`config.mk`:
```
export PLATFORM = sky130hd
export DESIGN_NAME = irq_route_top
export DESIGN_NICKNAME = d
export VERILOG_FILES = /design/src/rtl/irq_route_pkg.sv /design/src/rtl/irq_rst_sync.sv /design/src/rtl/irq_cfg_regs.sv /design/src/rtl/irq_err_merge.sv /design/src/rtl/irq_dispatch.sv /design/src/rtl/irq_route_top.sv
export SDC_FILE = /design/constraint.sdc
export NUM_CORES = 1
export LEC_CHECK = 0
export BUFFER_PORTS_ARGS = -buffer_cell sky130_fd_sc_hd__buf_4
export CAP_MARGIN = 20
export CORE_MARGIN = 5
export CORE_UTILIZATION = 51
export CTS_BUF_LIST = sky130_fd_sc_hd__clkbuf_4
export DETAILED_ROUTE_END_ITERATION = 16
export MAX_ROUTING_LAYER = met4
export PLACE_DENSITY = 0.84
export SYNTH_ARGS = -nofsm -noshare
export SYNTH_HDL_FRONTEND = slang
export SYNTH_HIERARCHICAL = 1
export SYNTH_SLANG_ARGS = --single-unit
```
`constraint.sdc`:
```
create_clock -name clk -period 1.55 [get_ports clk]
set_input_delay 0.155 -clock clk [delete_from_list [all_inputs] [get_ports clk]]
set_output_delay 0.155 -clock clk [all_outputs]
set_load 0.05 [all_outputs]
```
`src/rtl/irq_route_pkg.sv`:
```
package irq_route_pkg;
  localparam int NPROC  = 2;
  localparam int NSRC   = 2;
  localparam int CFG_AW = 2;

  // configuration register decode
  typedef enum logic [CFG_AW-1:0] {
    CFG_CTRL     = 2'd0,
    CFG_PRIO_LEG = 2'd1,
    CFG_PRIO_ERR = 2'd2
  } cfg_addr_e;
endpackage

```
`src/rtl/irq_rst_sync.sv`:
```
module irq_rst_sync #(
  parameter int STAGES = 2
) (
  input  logic clk,
  input  logic rst_n,
  output logic rst_sync_n
);
  logic [STAGES-1:0] shift_q;

  always_ff @(posedge clk or negedge rst_n) begin
    if (!rst_n) shift_q <= '0;
    else        shift_q <= {shift_q[STAGES-2:0], 1'b1};
  end

  assign rst_sync_n = shift_q[STAGES-1];
endmodule

```
`src/rtl/irq_cfg_regs.sv`:
```
module irq_cfg_regs
  import irq_route_pkg::*;
#(
  parameter int PRIO_W = 4
) (
  input  logic              clk,
  input  logic              rst_n,
  input  logic              we,
  input  logic [CFG_AW-1:0] addr,
  input  logic [PRIO_W-1:0] wdata,
  output logic              en,
  output logic              pt,
  output logic [PRIO_W-1:0] prio_leg,
  output logic [PRIO_W-1:0] prio_err
);
  logic              en_q, en_d, pt_q, pt_d;
  logic [PRIO_W-1:0] pl_q, pl_d, pe_q, pe_d;

  always_comb begin
    en_d = en_q;
    pt_d = pt_q;
    pl_d = pl_q;
    pe_d = pe_q;
    if (we) begin
      case (addr)
        CFG_CTRL: begin
          en_d = wdata[0];
          pt_d = wdata[1];
        end
        CFG_PRIO_LEG: pl_d = wdata;
        CFG_PRIO_ERR: pe_d = wdata;
        default: ;
      endcase
    end
  end

  always_ff @(posedge clk or negedge rst_n) begin
    if (!rst_n) begin
      en_q <= 1'b0;
      pt_q <= 1'b1;
      pl_q <= '0;
      pe_q <= '0;
    end else if (we) begin
      en_q <= en_d;
      pt_q <= pt_d;
      pl_q <= pl_d;
      pe_q <= pe_d;
    end
  end

  assign en       = en_q;
  assign pt       = pt_q;
  assign prio_leg = pl_q;
  assign prio_err = pe_q;
endmodule

```
`src/rtl/irq_err_merge.sv`:
```
module irq_err_merge #(
  parameter int NUM_ERR = 4
) (
  input  logic [NUM_ERR-1:0] flags,
  output logic               err_act,
  output logic               err_n
);
  logic [NUM_ERR:0] chain;

  assign chain[0] = 1'b0;
  for (genvar i = 0; i < NUM_ERR; i++) begin : g_or
    assign chain[i+1] = chain[i] | flags[i];
  end

  assign err_act = chain[NUM_ERR];
  assign err_n   = ~chain[NUM_ERR];
endmodule

```
`src/rtl/irq_dispatch.sv`:
```
module irq_dispatch
  import irq_route_pkg::*;
#(
  parameter int PRIO_W = 4
) (
  input  logic              clk,
  input  logic              rst_n,
  input  logic              en,
  input  logic              pt,
  input  logic [PRIO_W-1:0] prio_leg,
  input  logic [PRIO_W-1:0] prio_err,
  input  logic [NSRC-1:0]   req,
  input  logic [NPROC-1:0]  ack,
  output logic [NPROC-1:0]  svc,
  output logic [NPROC-1:0]  grant,
  output logic              gsrc
);
  logic [NPROC-1:0] svc_q, svc_d, ssrc_q, ssrc_d;
  logic [NSRC-1:0]  arm_q, arm_d, rr_q, rr_d;
  logic [NSRC-1:0]  busy, elig, ack_hit;
  logic             sel, pref;

  always_comb begin
    // which source each processor is serving
    busy[0]    = (svc_q[0] & ~ssrc_q[0]) | (svc_q[1] & ~ssrc_q[1]);
    busy[1]    = (svc_q[0] &  ssrc_q[0]) | (svc_q[1] &  ssrc_q[1]);
    ack_hit[0] = (ack[0] & svc_q[0] & ~ssrc_q[0]) | (ack[1] & svc_q[1] & ~ssrc_q[1]);
    ack_hit[1] = (ack[0] & svc_q[0] &  ssrc_q[0]) | (ack[1] & svc_q[1] &  ssrc_q[1]);

    elig[0] = req[0] & (prio_leg != '0) & arm_q[0] & ~busy[0] & ~pt;
    elig[1] = req[1] & (prio_err != '0) & arm_q[1] & ~busy[1];

    // larger priority wins, legacy wins a tie
    sel  = elig[1] & (~elig[0] | (prio_err > prio_leg));
    pref = rr_q[sel];

    grant = '0;
    if (|elig) begin
      if (!svc_q[pref])       grant[pref]  = 1'b1;
      else if (!svc_q[!pref]) grant[!pref] = 1'b1;
    end

    svc_d  = svc_q;
    ssrc_d = ssrc_q;
    rr_d   = rr_q;
    for (int p = 0; p < NPROC; p++) begin
      if (grant[p]) begin
        svc_d[p]  = 1'b1;
        ssrc_d[p] = sel;
      end else if (ack[p]) begin
        svc_d[p] = 1'b0;
      end
    end
    for (int s = 0; s < NSRC; s++)
      arm_d[s] = ack_hit[s] ? 1'b0 : (~req[s] | arm_q[s]);
    if (|grant) rr_d[sel] = grant[0];

    if (!en) begin
      svc_d  = '0;
      ssrc_d = '0;
      arm_d  = '1;
      rr_d   = '0;
    end
  end

  always_ff @(posedge clk or negedge rst_n) begin
    if (!rst_n) begin
      svc_q  <= '0;
      ssrc_q <= '0;
      arm_q  <= '1;
      rr_q   <= '0;
    end else begin
      svc_q  <= svc_d;
      ssrc_q <= ssrc_d;
      arm_q  <= arm_d;
      rr_q   <= rr_d;
    end
  end

  assign svc  = svc_q;
  assign gsrc = sel;
endmodule

```
`src/rtl/irq_route_top.sv`:
```
module irq_route_top
  import irq_route_pkg::*;
#(
  parameter int NUM_ERR = 4,
  parameter int PRIO_W  = 4
) (
  input  logic               clk,
  input  logic               rst_n,
  input  logic               cfg_we,
  input  logic [CFG_AW-1:0]  cfg_addr,
  input  logic [PRIO_W-1:0]  cfg_wdata,
  input  logic               legacy_irq,
  input  logic [NUM_ERR-1:0] err_flags,
  input  logic [NPROC-1:0]   int_ack,
  output logic [NPROC-1:0]   cpu_int,
  output logic               err_out_n
);
  logic              rst_sync_n;
  logic              cfg_en, cfg_pt, err_act, gsrc;
  logic [PRIO_W-1:0] prio_leg, prio_err;
  logic [NPROC-1:0]  svc, grant;

  irq_rst_sync #(.STAGES(2)) u_rst (
    .clk(clk), .rst_n(rst_n), .rst_sync_n(rst_sync_n)
  );

  irq_cfg_regs #(.PRIO_W(PRIO_W)) u_cfg (
    .clk(clk), .rst_n(rst_sync_n), .we(cfg_we), .addr(cfg_addr),
    .wdata(cfg_wdata), .en(cfg_en), .pt(cfg_pt),
    .prio_leg(prio_leg), .prio_err(prio_err)
  );

  irq_err_merge #(.NUM_ERR(NUM_ERR)) u_err (
    .flags(err_flags), .err_act(err_act), .err_n(err_out_n)
  );

  irq_dispatch #(.PRIO_W(PRIO_W)) u_disp (
    .clk(clk), .rst_n(rst_sync_n), .en(cfg_en), .pt(cfg_pt),
    .prio_leg(prio_leg), .prio_err(prio_err),
    .req({err_act, legacy_irq}), .ack(int_ack),
    .svc(svc), .grant(grant), .gsrc(gsrc)
  );

  // bypass when disabled; legacy line direct to processor 0 in bypass mode
  assign cpu_int[0] = cfg_en ? (svc[0] | (cfg_pt & legacy_irq)) : (legacy_irq | err_act);
  assign cpu_int[1] = cfg_en & svc[1];
endmodule

```
Yosys cells after proc, flatten, opt, wreduce, memory -nomap -nowiden. Cells that the tools add are included.

Word-level logic and storage cells: 107. Input bits: 16. Output and inout bits: 3. Flip-flop bits (word level): 20.

Reduce and logical (&&, ||, !) cells: 12. Bitwise logic cells: 40. Multiplexer cells: 30. Equal/unequal tests: 7. $lt $le $gt $ge: 7.

Operator list (count): 1-bit bitwise AND (20); 1-bit 2-to-1 mux (18); 2-bit 2-to-1 mux (8); 1-bit bitwise OR (12); 1-bit inverter (8); 4-bit nonzero test (2); 1-bit by 2-bit < comparator with 1-bit output, second input constant (3); 3-bit inequality test, second input constant (2); 2-bit AND reduction (3); 4-bit > comparator (1); 2-bit inequality test, second input constant (2); 2-bit OR reduction (2); 1-bit demux with 1-bit select (3); 1-bit greater-or-equal comparator, second input constant (3); 1-bit logical AND (3); 2-bit bitwise mux (1); 2-bit by 1-bit equality test with 1-bit output, second input constant (1); 2-bit equality test, second input constant (1); 2-bit logical NOT (1); 2-bit by 1-bit inequality test with 1-bit output, second input constant (1); 1-bit logical NOT (1).

Depth between registers and ports, before layout.
Word-level depth: 22. Gate-level depth with buffers: 9. Depth with buffers taken out: 9.

Cells and area by module. Netlist, hierarchy kept.

Modules (own cells, without submodules): irq_dispatch (instances 1, seq. area each 202.7 um2, cells an instance 78, area each 709.4 um2); irq_cfg_regs (instances 1, seq. area each 251.5 um2, cells an instance 23, area each 386.6 um2); irq_rst_sync (instances 1, seq. area each 50.0 um2, cells an instance 3, area each 53.8 um2); irq_route_top (instances 1, seq. area each 0.0 um2, cells an instance 4, area each 32.5 um2); irq_err_merge (instances 1, seq. area each 0.0 um2, cells an instance 2, area each 13.8 um2).

Worst setup path after synthesis. OpenSTA, ideal clock, no wires.

Path type: register -> register. Start point: reg u_cfg.pl_q[1] (netlist: u_cfg/prio_leg[1]). End point: reg u_disp.svc_q[1] (netlist: u_disp/svc[1]). Data required time: 1.456 ns. Path slack: -0.352 ns. Arrival: 1.808 ns. Path buffers: 0. Period minus slack after synthesis: 1.902 ns. Stages on the path, launching flop included: 9. Setup time: 0.094 ns. Cells stage by stage: dfrtp_1 -> inv_1 -> ha_1 -> nor2b_1 -> o211ai_1 -> a211o_4 -> o21a_4 -> mux2_4 -> a221oi_2.

Cells in the longest elaborated chain, start to end: 20. Elaborated cells on any way between the ends: 33. Those cells by class: 5 x order compare; 1 x eq/ne; 15 x mux; 7 x bitwise; 5 x reduce/logical.

RTL lines: start, declared (RTL line irq_cfg_regs.sv:17) `logic [PRIO_W-1:0] pl_q, pl_d, pe_q, pe_d;`; start signal, assigned (RTL line irq_cfg_regs.sv:46) `pl_q <= pl_d;`; 4-bit nonzero test (RTL line irq_dispatch.sv:30) `elig[0] = req[0] & (prio_leg != '0) & arm_q[0] & ~busy[0] & ~pt;`; 1-bit bitwise AND (4 in a row) (RTL line irq_dispatch.sv:30); 1-bit inverter (RTL line irq_dispatch.sv:34) `sel = elig[1] & (~elig[0] | (prio_err > prio_leg));`; 1-bit bitwise OR (RTL line irq_dispatch.sv:34); 1-bit bitwise AND (RTL line irq_dispatch.sv:34); 1-bit 2-to-1 mux (implied by the code) (2 in a row) (RTL line irq_dispatch.sv:35) `pref = rr_q[sel];`; 1-bit logical NOT (RTL line irq_dispatch.sv:40) `else if (!svc_q[!pref]) grant[!pref] = 1'b1;`; 1-bit by 2-bit < comparator with 1-bit output (implied by the code) / 1-bit greater-or-equal comparator (equally long branches) (RTL line irq_dispatch.sv:40); 1-bit logical AND (implied by the code) (RTL line irq_dispatch.sv:40); 1-bit 2-to-1 mux (implied by the code) (RTL line irq_dispatch.sv:40); 1-bit demux with 1-bit select; 2-bit 2-to-1 mux (RTL line irq_dispatch.sv:40); 2-bit 2-to-1 mux (RTL line irq_dispatch.sv:39) `if (!svc_q[pref]) grant[pref] = 1'b1;`; 2-bit 2-to-1 mux (*) (RTL line irq_dispatch.sv:38) `if (|elig) begin`; 1-bit 2-to-1 mux (RTL line irq_dispatch.sv:47) `if (grant[p]) begin`; 2-bit 2-to-1 mux (RTL line irq_dispatch.sv:58) `if (!en) begin`; end signal, assigned (RTL line irq_dispatch.sv:73) `svc_q <= svc_d;`; end, declared (RTL line irq_dispatch.sv:18) `logic [NPROC-1:0] svc_q, svc_d, ssrc_q, ssrc_d;`.

Mark *: on every way between the ends. The rest lies on a longest branch, timed or not. The select of a mux whose other input is x is not followed. A chain may end at the register's enable or synchronous reset.

Worst setup path after layout.
Start point: reg u_cfg.pe_q[1] (netlist: u_cfg/prio_err[1]). End point: reg u_disp.svc_q[1] (netlist: u_disp/svc[1]).

Cells in the longest elaborated chain, start to end: 17. Elaborated cells on any way between the ends: 31. Those cells by class: 5 x order compare; 1 x eq/ne; 15 x mux; 5 x bitwise; 5 x reduce/logical.

RTL lines: start, declared (RTL line irq_cfg_regs.sv:17); start signal, assigned (RTL line irq_cfg_regs.sv:47) `pe_q <= pe_d;`; 4-bit nonzero test (RTL line irq_dispatch.sv:31) `elig[1] = req[1] & (prio_err != '0) & arm_q[1] & ~busy[1];`; 1-bit bitwise AND (3 in a row) (RTL line irq_dispatch.sv:31); 1-bit bitwise AND (RTL line irq_dispatch.sv:34); 1-bit 2-to-1 mux (implied by the code) (2 in a row) (RTL line irq_dispatch.sv:35); 1-bit logical NOT (RTL line irq_dispatch.sv:40); 1-bit by 2-bit < comparator with 1-bit output (implied by the code) / 1-bit greater-or-equal comparator (equally long branches) (RTL line irq_dispatch.sv:40); 1-bit logical AND (implied by the code) (RTL line irq_dispatch.sv:40); 1-bit 2-to-1 mux (implied by the code) (RTL line irq_dispatch.sv:40); 1-bit demux with 1-bit select; 2-bit 2-to-1 mux (RTL line irq_dispatch.sv:40); 2-bit 2-to-1 mux (RTL line irq_dispatch.sv:39); 2-bit 2-to-1 mux (*) (RTL line irq_dispatch.sv:38); 1-bit 2-to-1 mux (RTL line irq_dispatch.sv:47); 2-bit 2-to-1 mux (RTL line irq_dispatch.sv:58).

Marks and branches as above.

==> metrics.yaml <==
sta:
  max_freq_mhz: 492.6
  finalCriticalPeriod_ps: 2030
  fin_ws_ps: -480.2
  fin_skew_ps: 17.14
  tns_ps: -2601
  final-setup-viol-count: 7
  holdWs_ps: 66.63
  rsz0062_at_grt: "yes"
  hold_viol: 0
  finalMaxSlewViolations: 0
  period_share: 1.310
route:
  drt_iter0_drc: 28
  post-route-drc-count: 0
  viasPerCell: 5.717
  route.vias.total: 1029
  dr.pass1.iters: 4
  wirelength_mm: 3.008
  wl_per_cell_um: 16.71
  postRouteAntennaNets: 0
floorplan:
  coreArea_um2: 2212
  die_w_um: 58.23
  dieArea_um2: 3390
  rows: 17
  io_pins: 19
  dieHeight_um: 58.23
  initial_utilization: 0.5362
grt:
  grt_first_pass_wirelength_mm: 5.306
  overflow: 0
  antenna_found_initial: 0
  grtUsageTotal: 0.2140
  grt_pass1_vias: 1173
  grt_start_max_net_pins: 19
clocking:
  clk_latency_ps: 320
  cts_sinks: 20
  cts_buffers: 3
  clk_transition_reported_paths_ps: 130
  htree_levels: 1
  cts_tree: "built"
  clockBufferDepth: 2
  root_buffer: "clkbuf_4"
place:
  dpl.hpwl_mm: 2.117
  portBuffers: 18
  place_congestion: 0.8879
  preCtsSetupSlack_ps: -446.5
worst_setup_path:
  slowest_delay_ps: 450
  critPathTopFamily: "compound AO/OA/AOI/OAI gates"
  crit_type: "flop to flop"
  crit_chain: "ha_4 > nor2b_4 > o211ai_1 > a211o_4 > o21a_4 > mux2_4 > a221oi_2"
  crit_path_start_kind: "flop"
  path_depth: 7
  crit_arrival_ps: 2250
  end_kind: "flop"
  worstPathRequired_ps: 1770
  reg2regPathDepth: 7
  cpMaxStageDelayCell: "dfrtp_1"
  worst-path-buf-inv: 0
  cp_max_fo: 4
final_layout:
  antenna_cells: 0
  area_growth_pct: 40.40
  fill_cells: 138
  final_nets: 173
  drive_above_1_share: 0.5395
logic_synthesis:
  syn_area_um2: 1186
  synth.avg_cell_area_um2: 10.98
  syn_nets: 128
  syn_inst: 108
  synth_warnings: 6
power_and_ir_drop:
  powerDensity_nw_per_um2: 1504
  peakVddDrop_v: 0.001337
  leakagePower_nw: 0.7813
outcome:
  violations: "negative setup slack"
  status: "finished with violations"
job:
  maxCapViolCount: 0
worst_hold_path:
  holdPathStages: 2
  hold_class: "input pin to flop"
[layer usage]
layer | global-route usage | vias up | wire [µm]
li1 | - | 482 | -
met1 | 0.2410 | 499 | 1271
met2 | 0.3500 | 40 | 1484
met3 | 0.06013 | 8 | 184
met4 | 0.09934 | 0 | 68
met5 | - | - | 0
[sequential cells by signal, indices dropped and copies added, names as in the netlist]
| signal | count |
|---|---|
| u_rst/shift_q | 2 |
| u_disp/ssrc_q | 2 |
| u_disp/arm_q | 2 |
| u_cfg/en | 1 |
| u_cfg/pt | 1 |
| u_disp/svc | 2 |
| u_cfg/prio_err | 4 |
| u_cfg/prio_leg | 4 |
| u_disp/rr_q | 2 |
[metrics by stage]
step             util  total power, mW  std cells  area (µm²)
3_5_place_dp   0.6787            1.870        173        1501
3_3_place_gp   0.6787            1.821        173        1501
6_report       0.7528            2.504        180        1665
5_1_grt        0.7528            2.675        180        1665
2_1_floorplan       -            1.501        108        1192
4_1_cts        0.7398            2.414        179        1637
[report_power, final]
group	total (mW)	leakage [nW]	switching (mW)	internal [mW]
registers	0.785	0.240	0.133	0.653
logic	1.28	0.513	0.618	0.667
clock network	0.434	0.0279	0.172	0.262
total	2.50	0.781	0.923	1.58
[timing repair]
item / in CTS / in global routing
hold endpoints to repair: 2 / 0
setup endpoints to repair: 7 / 8
hold buffers: 1 / 0
pin swaps: 5 / 1
resized for setup: 15 / 4
buffers inserted: 1 / 1
[final cells by class]
cell class | instances | area [µm²] | area share
well taps | 28 | 35.03 | 0.02104
flip-flops and latches | 20 | 504.2 | 0.3028
inverters | 9 | 33.78 | 0.02029
clock inverters | 1 | 30.03 | 0.01803
repair buffers | 43 | 347.8 | 0.2089
clock buffers | 3 | 22.52 | 0.01352
multi-input cells | 76 | 691.9 | 0.4155
[placed cells by master (no fill, tap or decap), types with 3 or more instances in the layout]
cell / count
buf_4: 36
dfrtp_1: 17
nand2_1: 12
mux2_2: 10
inv_1: 7
buf_6: 6
nand3_1: 4
clkbuf_4: 3
dfstp_2: 3
nand2_4: 3
nor2_1: 3
ha_1: 3
[worst paths after layout]
kind                                   start           endpoint  slack [ps]
min                             cfg_wdata[2]  u_cfg/prio_leg[2]          70
min reg2reg                 u_rst/shift_q[1]           u_cfg/en         200
max reg2reg                u_cfg/prio_err[1]      u_disp/svc[1]        -480
max in group asynchronous   u_rst/shift_q[1]    u_disp/arm_q[0]        1060
max                        u_cfg/prio_err[1]      u_disp/svc[1]        -480
min in group asynchronous              rst_n   u_rst/shift_q[1]         130
No activity file was read; power rests on OpenSTA's default activity.
